File: src/rtl/rsb_pkg.sv
package rsb_pkg;

    typedef enum logic [1:0] {
        CLS_SHIFT = 2'b00,
        CLS_TEST  = 2'b01,
        CLS_RESET = 2'b10,
        CLS_SET   = 2'b11
    } op_class_e;

    typedef enum logic [2:0] {
        SH_ROTL_CIRC = 3'b000,
        SH_ROTR_CIRC = 3'b001,
        SH_ROTL_CARRY = 3'b010,
        SH_ROTR_CARRY = 3'b011,
        SH_SHL_ZERO  = 3'b100,
        SH_SHR_ARITH = 3'b101,
        SH_SHL_ONE   = 3'b110,
        SH_SHR_LOGIC = 3'b111
    } shift_op_e;

    localparam int FL_SIGN   = 7;
    localparam int FL_ZERO   = 6;
    localparam int FL_HALF   = 4;
    localparam int FL_PARITY = 2;
    localparam int FL_SUB    = 1;
    localparam int FL_CARRY  = 0;

endpackage

File: src/rtl/rsb_shift_core.sv
module rsb_shift_core
    import rsb_pkg::*;
#(
    parameter int DATA_W = 8
) (
    input  logic [DATA_W-1:0] din,
    input  logic              cin,
    input  logic [2:0]        op,
    output logic [DATA_W-1:0] dout,
    output logic              cout
);
    localparam int MSB = DATA_W - 1;

    always_comb begin
        case (shift_op_e'(op))
            SH_ROTL_CIRC: begin
                dout = {din[MSB-1:0], din[MSB]};
                cout = din[MSB];
            end
            SH_ROTR_CIRC: begin
                dout = {din[0], din[MSB:1]};
                cout = din[0];
            end
            SH_ROTL_CARRY: begin
                dout = {din[MSB-1:0], cin};
                cout = din[MSB];
            end
            SH_ROTR_CARRY: begin
                dout = {cin, din[MSB:1]};
                cout = din[0];
            end
            SH_SHL_ZERO: begin
                dout = {din[MSB-1:0], 1'b0};
                cout = din[MSB];
            end
            SH_SHR_ARITH: begin
                dout = {din[MSB], din[MSB:1]};
                cout = din[0];
            end
            SH_SHL_ONE: begin
                dout = {din[MSB-1:0], 1'b1};
                cout = din[MSB];
            end
            default: begin
                dout = {1'b0, din[MSB:1]};
                cout = din[0];
            end
        endcase
    end
endmodule

File: src/rtl/rsb_bit_modify.sv
module rsb_bit_modify #(
    parameter int DATA_W = 8,
    parameter int IDX_W  = $clog2(DATA_W)
) (
    input  logic [DATA_W-1:0] din,
    input  logic [IDX_W-1:0]  sel,
    input  logic              force_one,
    output logic [DATA_W-1:0] dout,
    output logic              tested
);
    logic [DATA_W-1:0] mask;

    for (genvar i = 0; i < DATA_W; i++) begin : g_mask
        assign mask[i] = (sel == IDX_W'(i));
    end

    assign tested = |(din & mask);
    assign dout   = force_one ? (din | mask) : (din & ~mask);
endmodule

File: src/rtl/rsb_flag_merge.sv
module rsb_flag_merge
    import rsb_pkg::*;
#(
    parameter int DATA_W = 8
) (
    input  logic [1:0]        op_class,
    input  logic              acc_mode,
    input  logic [7:0]        flags_in,
    input  logic [DATA_W-1:0] shift_res,
    input  logic              shift_cout,
    input  logic              tested,
    output logic [7:0]        flags_out
);
    logic even_ones;
    assign even_ones = ~(^shift_res);

    always_comb begin
        flags_out = flags_in;
        unique case (op_class_e'(op_class))
            CLS_SHIFT: begin
                flags_out[FL_CARRY] = shift_cout;
                flags_out[FL_HALF]  = 1'b0;
                flags_out[FL_SUB]   = 1'b0;
                if (!acc_mode) begin
                    flags_out[FL_SIGN]   = shift_res[DATA_W-1];
                    flags_out[FL_ZERO]   = (shift_res == '0);
                    flags_out[FL_PARITY] = even_ones;
                end
            end
            CLS_TEST: begin
                flags_out[FL_ZERO] = ~tested;
                flags_out[FL_HALF] = 1'b1;
                flags_out[FL_SUB]  = 1'b0;
            end
            default: flags_out = flags_in;
        endcase
    end
endmodule

File: src/rtl/rotshift_bit_unit.sv
module rotshift_bit_unit
    import rsb_pkg::*;
#(
    parameter int DATA_W = 8,
    parameter int IDX_W  = $clog2(DATA_W)
) (
    input  logic [DATA_W-1:0] data_in,
    input  logic              carry_in,
    input  logic [7:0]        flags_in,
    input  logic [2:0]        shift_op,
    input  logic [IDX_W-1:0]  bit_sel,
    input  logic [1:0]        op_class,
    input  logic              acc_mode,
    input  logic              load_also,
    output logic [DATA_W-1:0] data_out,
    output logic              mem_we,
    output logic              reg_we,
    output logic [7:0]        flags_out
);
    logic [DATA_W-1:0] shift_res;
    logic              shift_cout;
    logic [DATA_W-1:0] bit_res;
    logic              tested;

    rsb_shift_core #(.DATA_W(DATA_W)) u_shift (
        .din  (data_in),
        .cin  (carry_in),
        .op   (shift_op),
        .dout (shift_res),
        .cout (shift_cout)
    );

    rsb_bit_modify #(.DATA_W(DATA_W), .IDX_W(IDX_W)) u_bit (
        .din       (data_in),
        .sel       (bit_sel),
        .force_one (op_class[0]),
        .dout      (bit_res),
        .tested    (tested)
    );

    rsb_flag_merge #(.DATA_W(DATA_W)) u_flags (
        .op_class   (op_class),
        .acc_mode   (acc_mode),
        .flags_in   (flags_in),
        .shift_res  (shift_res),
        .shift_cout (shift_cout),
        .tested     (tested),
        .flags_out  (flags_out)
    );

    always_comb begin
        unique case (op_class_e'(op_class))
            CLS_SHIFT: data_out = shift_res;
            CLS_TEST:  data_out = data_in;
            default:   data_out = bit_res;
        endcase
    end

    assign mem_we = (op_class != CLS_TEST);
    assign reg_we = mem_we & load_also;
endmodule

File: config.mk
export PLATFORM = sky130hd
export DESIGN_NAME = rotshift_bit_unit
export DESIGN_NICKNAME = d
export VERILOG_FILES = /design/src/rtl/rsb_pkg.sv /design/src/rtl/rsb_shift_core.sv /design/src/rtl/rsb_bit_modify.sv /design/src/rtl/rsb_flag_merge.sv /design/src/rtl/rotshift_bit_unit.sv
export SDC_FILE = /design/constraint.sdc
export NUM_CORES = 1
export LEC_CHECK = 0
export ABC_AREA = 1
export BUFFER_PORTS_ARGS = -buffer_cell sky130_fd_sc_hd__buf_4
export CAP_MARGIN = 20
export CELL_PAD_IN_SITES_DETAIL_PLACEMENT = 0
export CELL_PAD_IN_SITES_GLOBAL_PLACEMENT = 1
export CORE_MARGIN = 1.5
export CORE_UTILIZATION = 30
export DETAILED_ROUTE_END_ITERATION = 10
export PLACE_DENSITY = 0.95
export RECOVER_POWER = 50
export SYNTH_ARGS = -nofsm -noshare
export SYNTH_HDL_FRONTEND = slang
export SYNTH_SLANG_ARGS = --single-unit
File: constraint.sdc
create_clock -name vclk -period 2.5
set_input_delay 0 -clock vclk [all_inputs]
set_output_delay 0 -clock vclk [all_outputs]
set_load 0.01 [all_outputs]
# After elaboration in Yosys (flattened, before gate mapping)
# Cells that the tools add are included.
[totals]
ff_bits = 0
output_inout_bits = 18
[op_classes]
eq_ne = 15
n_mux = 12
n_bitwise = 7
n_reduce_logical = 8
[ops]
columns = ["op", "count"]
rows = [
  ["$pmux W8 S7", 1],
  ["$eq A3 B3 Y1 const B", 7],
  ["$and A8 B8 Y8", 2],
  ["$pmux W8 S2", 1],
  ["$eq A3 B2 Y1 const B", 4],
  ["$logic_not A8 Y1", 1],
  ["$mux W8", 1],
  ["$not A8 Y8", 1],
  ["$or A8 B8 Y8", 1],
  ["$reduce_or A8 Y1", 1],
  ["$reduce_xor A8 Y1", 1],
  ["$eq A3 B1 Y1 const B", 2],
  ["$logic_not A3 Y1", 2],
  ["$mux W1", 6],
  ["$pmux W1 S2", 2],
  ["$reduce_or A4 Y1", 1],
  ["$eq A2 B1 Y1 const B", 1],
  ["$logic_not A2 Y1", 1],
  ["$mux W2", 1],
  ["$ne A2 B1 Y1 const B", 1],
  ["$not A1 Y1", 2],
  ["$reduce_or A2 Y1", 1],
  ["$and A1 B1 Y1", 1],
]

# Depth between registers and ports, before layout
# Gate-level depths: netlist (run 1).
[depth]
depth_word = 6
mapped_depth = 13
ltp_nobuf = 13

# By module
# From an unflattened synthesis (run 1), not the netlist that was laid out.
[unflattened]
hier_cells = 177
area_unflattened_um2 = 917.1
[by_module_without_submodules]
columns = ["mod", "n_inst", "cells_each", "area_each_um2", "seq_area_each_um2"]
rows = [
  ["rsb_flag_merge", 1, 55, 294.0, 0.0],
  ["rsb_bit_modify", 1, 47, 265.3, 0.0],
  ["rotshift_bit_unit", 1, 38, 187.7, 0.0],
  ["rsb_shift_core", 1, 37, 170.2, 0.0],
]

# Worst setup path before layout (run 1)
# No wires, ideal clock.
[synth_timing]
path_type = "input port to output port"
startpoint = "in shift_op[1]"
endpoint = "out flags_out[2]"
arrival_time_ps = 1139
t_required_ps = 2500
path_slack_ps = 1361
path_stages = 10
n_path_buf = 0
path_cell_list = "inv_1 -> o21ai_0 -> o21ai_0 -> nand2_1 -> ha_1 -> xnor2_1 -> nand2_1 -> nand3_1 -> nand2_1 -> inv_1"
[synth_via]
elab_chain_len = 6
word_cells_on_any_way = 12
cone_classes = "6 x eq/ne; 3 x mux; 1 x bitwise; 2 x reduce/logical"
[synth_rtl]
columns = ["element", "line", "source"]
rows = [
  ["start, declared", "rotshift_bit_unit.sv:10", "input logic [2:0] shift_op,"],
  ["$eq A3 B3 Y1, or another cell as far along", "rsb_shift_core.sv:15", "case (shift_op_e'(op))"],
  ["$pmux W8 S7 (*)", "rsb_shift_core.sv:15", ""],
  ["$reduce_xor A8 Y1 (*)", "rsb_flag_merge.sv:15", "assign even_ones = ~(^shift_res);"],
  ["$not A1 Y1 (*)", "rsb_flag_merge.sv:15", ""],
  ["$mux W1 (*)", "rsb_flag_merge.sv:24", "if (!acc_mode) begin"],
  ["$mux W1 (*)", "rsb_flag_merge.sv:19", "unique case (op_class_e'(op_class))"],
  ["end, declared", "rotshift_bit_unit.sv:18", "output logic [7:0] flags_out"],
]
# Every way passes the cells marked *; elsewhere a longest branch is shown, timed or not.

# Worst setup path after layout (run 1)
# Same ends and word-level chain as after synthesis.

==> results of run 1 <==
==> synth_stat cells, types with 2 or more instances <==
master / number
inv_1: 25
nand3_1: 13
nand4_1: 5
buf_4: 3
ha_1: 4
o21ai_0: 15
nand2_1: 36
buf_2: 3
o21a_1: 6
a22oi_1: 6
a21oi_1: 6
nor2_1: 17
inv_2: 2
xnor2_1: 2
==> critical path, stage by stage <==
cell and delay [ns]:
buf_4 0.12, inv_1 0.06, o21ai_0 0.07, o21ai_0 0.26
nand2_1 0.09, ha_1 0.30, xnor2_1 0.19, inv_1 0.06
nand2_1 0.06, nand3_1 0.06, nand2_1 0.06, inv_1 0.04
buf_4 0.13
==> cells by family after synthesis <==
logic type,after synthesis,synth area share
simple gates,76,0.444
buf+inv,36,0.213
compound gates,33,0.255
fa+ha+maj,4,0.0655
xor+xnor,2,0.0229
==> metrics by stage <==
step | util | instances | hold slack, ns | setup slack, ns | total power (uW)
2_1_floorplan | - | 151 | 0.0871 | 1.36 | 129
3_3_place_gp | 0.431 | 215 | 0.0000749 | 1.07 | 213
3_5_place_dp | 0.431 | 215 | 0.0000749 | 1.01 | 218
4_1_cts | 0.431 | 215 | 0.0000749 | 1.01 | 219
5_1_grt | 0.415 | 215 | 0.0000197 | 0.773 | 233
6_report | 0.415 | 215 | 0.00000447 | 1.01 | 209
==> per-layer routing <==
metal,share of wire,track usage,vias up
met4,0,0,0
met2,0.49,0.348,30
met5,0,0,-
met1,0.44,0.233,471
li1,-,-,560
met3,0.063,0.00565,0
==> worst max-delay path by stage <==
| stage | start | to | slack, ns | depth (start not counted) |
|---|---|---|---|---|
| after global placement | shift_op[1] | flags_out[2] | 1.07 | 13 |
| after detailed placement | shift_op[1] | flags_out[2] | 1.01 | 13 |
| after CTS | shift_op[1] | flags_out[2] | 1.01 | 13 |
| final | shift_op[1] | flags_out[2] | 1.01 | 13 |
| after global routing | shift_op[1] | flags_out[2] | 0.77 | 13 |
| after floorplan | shift_op[1] | flags_out[2] | 1.36 | 10 |
==> power by group <==
part	internal [uW]	switching, uW	total, uW	leakage (uW)
clock	0	0	0	0
combinational	93.7	115	209	0.000592
sequential	0	0	0	0
==> cells in the final DEF, fill, tap and decap left out <==
cell      count
nor3_1        1
inv_1        25
inv_4         1
nand2_1      36
nor2_2        1
ha_1          4
xnor2_1       2
a21oi_1       6
nand2_2       1
nand3_1      13
nand4_1       5
buf_4        35
o21ai_0      15
or2_1         1
o21a_1        6
inv_2         2
clkbuf_1      6
clkinv_1      1
nor2_1       18
a22oi_1       6
==> layout make-up <==
cell class | instances | area (um2)
fillers | 296 | 1440
inverters | 29 | 111
multi-input cells | 115 | 586
well taps | 30 | 37.5
repair buffers | 41 | 285
==> key figures, run 1 <==
Status
  – Status: finished, final reports clean

Worst hold path
  – HP Class: in -> out
  – Hold EP: flags_out[3]
  – Hold Startpoint: flags_in[3]
  – WHS Path Cells: 0

Detailed routing
  – Iteration-0 DRC Markers: 14
  – DR DRC count: 0
  – Via count: 1061
  – Number of routed nets with antenna violations: 0
  – Final wirelength: 2.42 mm
  – Drt wl/cell: 11.3 um
  – Drt pass-1 iters: 4
  – Vias/cell: 4.93

Cells and area
  – FF/Latch Area: 0 um2
  – Layout cell share with drive strength beyond 1: 0.216
  – Flip-flop and latch count: 0
  – Clock Buffer Count: 0
  – Syn-to-layout area delta: 33.4%
  – ANT cells: 0
  – Design area: 1020 um2
  – Nets@finish: 218

Worst setup path
  – CP Launch Type: primary input
  – Endpoint class of the critical path: output pin
  – Crit path arrival time: 1.49 ns
  – Crit path kind: in -> out
  – CP Data Required Time: 2.50 ns
  – Critical Path Fanout Max: 3

Timing
  – Slew HR: 0.503
  – Crit share post-route: 0.598
  – Fmax: 0.669 GHz
  – Final Max Tran Viols: 0
  – Unrepaired setup endpoints after global routing: false
  – Setup_tns: 0 ns
  – Final min period: 1.49 ns
  – Setup-failing EPs final: 0
  – Final Hold Fails: 0
  – Actual slew at the worst max-slew pin: 0.743 ns

Global routing
  – All-Layer GR Usage: 0.181
  – Largest net degree at the start of global routing: 16
  – Initial antenna violation count: 0
  – GR Overflow Total: 0
  – First-pass GRT wire length: 4.00 mm
  – Vias in the first global route: 950

Logic synthesis
  – Warnings, synthesis: 0
  – Syn_nets: 182
  – Synthesized instance count: 151
  – Ranking of synthesized cells by area: nand2_1, inv_1, o21ai_0
  – Number of unique standard cell types used by synthesis: 22
  – Syn avg cell area: 5.06 um2
  – Area of the mapped netlist: 764 um2
  – Top-area cell type share of the netlist area: 0.177
  – Sequential share of the synthesized area: 0
  – Post-synth top area cell: nand2_1

Die
  – Starting Density: 0.311
  – Cell row count: 18
  – Core area: 2450 um2
  – Die area: 2860 um2
  – Die Span X: 53.5 um
  – Top Ports: 45
  – Die height: 53.5 um

Clocking
  – Setup Fix Bufs, Post-CTS: 0
  – # resized after CTS: 0
  – CTS Hold Buffers Added: 0

Power
  – Leakage: 0.000592 uW
  – P per Cell Area: 205 nW/um2
  – Maximum VDD drop: 73.9 uV

Place
  – Dpl cell area: 1060 um2
  – GPL Wtd Cong: 0.850
  – DP Wirelength: 2.02 mm
  – Port bufs: 41

Job
  – Max Cap Viol: 0
No activity file was read; power rests on OpenSTA's default activity.
==> run 2: changes to the inputs <==
Settings changed: CORE_ASPECT_RATIO from default to 0.5, CORE_UTILIZATION 30 to 26, PLACE_DENSITY 0.95 to 0.88.
Clock period 2.5 ns to 1.3 ns, I/O delays scaled along.
==> key figures, run 2 (synthesized netlist as in run 1, its figures left out) <==
Cells and area
  – Layout cell share with drive strength beyond 1: 0.375
  – Flip-flop and latch count: 0
  – Clock Buffer Count: 0
  – Fillers: 293
  – ANT cells: 0
  – Commonest non-fill, non-tap cell in the layout: buf_4
  – Syn-to-layout area delta: 67.8%
  – Nets@finish: 233
  – FF/Latch Area: 0 um2
  – Design area: 1280 um2
  – Final non-filler cell total: 237
  – Commonest non-fill, non-tap cells in the layout: buf_4, nand2_1, inv_1

Job
  – Max Cap Viol: 0

Worst setup path
  – CP cell instances: buf_4 > buf_4 > o21a_1 > inv_2 > ha_4 > xnor2_4 > inv_1 > nand2_1 > nand3_1 > nand2_1 > inv_2 > buf_6
  – CP startpoint: data_in[0]
  – Critical Path Fanout Max: 3
  – Endpoint class of the critical path: output pin
  – CP endpoint: flags_out[2]
  – CP max stage cell: o21a_1
  – Critical path's largest stage delay: 0.21 ns
  – CP Launch Type: primary input
  – Crit path arrival time: 1.25 ns
  – Crit path kind: in -> out
  – CP Data Required Time: 1.30 ns

Global routing
  – Vias in the first global route: 873
  – GR Overflow Total: 0
  – Largest net degree at the start of global routing: 16
  – First-pass GRT wire length: 4.06 mm
  – All-Layer GR Usage: 0.160
  – Initial antenna violation count: 0

Worst hold path
  – HP Class: in -> out

Timing
  – Crit share post-route: 0.965
  – Slew HR: 0.725
  – Final Hold Fails: 0
  – Final min period: 1.25 ns
  – Setup-failing EPs final: 0
  – Unrepaired setup endpoints after global routing: true
  – Final Max Tran Viols: 0
  – Fmax: 0.797 GHz
  – Actual slew at the worst max-slew pin: 0.413 ns
  – Setup_tns: 0 ns

Detailed routing
  – Drt pass-1 iters: 4
  – Vias/cell: 4.65
  – Met1 Wirelength: 1.30 mm
  – Via count: 1103
  – Iteration-0 DRC Markers: 143
  – Number of routed nets with antenna violations: 0
  – Met2 WL: 1.15 mm
  – DR DRC count: 0
  – Final wirelength: 2.59 mm
  – Routed wl met3: 149 um
  – Drt wl/cell: 10.9 um
  – Max layer used: met3

Place
  – GPL Wtd Cong: 0.842
  – Dpl cells: 235
  – Dpl cell area: 1160 um2
  – DP Wirelength: 2.08 mm
  – Port bufs: 41

Die
  – Die Span X: 79.7 um
  – Starting Density: 0.285
  – Core area: 2680 um2
  – Cell row count: 13
  – Die area: 3290 um2
  – Die height: 41.3 um
  – Top Ports: 45

Power
  – Leakage: 0.000700 uW
  – P per Cell Area: 427 nW/um2
  – Overall Power: 547 uW
  – Maximum VDD drop: 230 uV

Status
  – Status: finished, final reports clean
## run 2: worst min path at each step
stage / from / to / cells past startpoint
floorplan: load_also / reg_we / 2
global placement: flags_in[5] / flags_out[5] / 0
detailed placement: flags_in[5] / flags_out[5] / 0
CTS: flags_in[5] / flags_out[5] / 0
global route: flags_in[3] / flags_out[3] / 0
finish: flags_in[3] / flags_out[3] / 0
## run 2: power by group
group          internal, uW  total (uW)  switching [uW]
Combinational           283         547             265
Sequential                0           0               0
Clock                     0           0               0
Total                   283         547             265
## run 2: critical path, delay by kind of cell
family,cells,cell delay (ns)
adders and majority gates,1,0.20
xor gates and xnor gates,1,0.14
and+or+nand+nor,3,0.19
AOI/OAI and AO/OA,1,0.21
buffers and inverters,6,0.53
## run 2: layout make-up
cell class	instances	area [um2]	share of cell area
Multi-Input combinational cell	115	694	0.541
Timing Repair Buffer	56	428	0.334
Inverter	29	114	0.0888
Tap cell	37	46.3	0.0361
## run 2: repair_timing
action	CTS	global route
setup buffers	1	1
gates cloned	0	0
pin swaps	8	6
hold buffers	0	0
resized for setup	17	10
endpoints found under the setup margin	1	1
## run 2: per-stage QoR
step                      hold WS (ns)  setup slack [ns]  utilization
after floorplan                 0.0871             0.161            -
after global placement       0.0000686            -0.103        0.434
after detailed placement     0.0000686            -0.155        0.434
after CTS                    0.0000686          0.000771        0.458
after global routing         0.0000164           -0.0882        0.478
final                       0.00000445            0.0460        0.478
## run 2: routing by layer
| metal | track usage | vias to the layer above |
|---|---|---|
| li1 | - | 590 |
| met2 | 0.267 | 19 |
| met4 | 0 | 0 |
| met1 | 0.244 | 494 |
| met3 | 0.00435 | 0 |
| met5 | 0 | - |
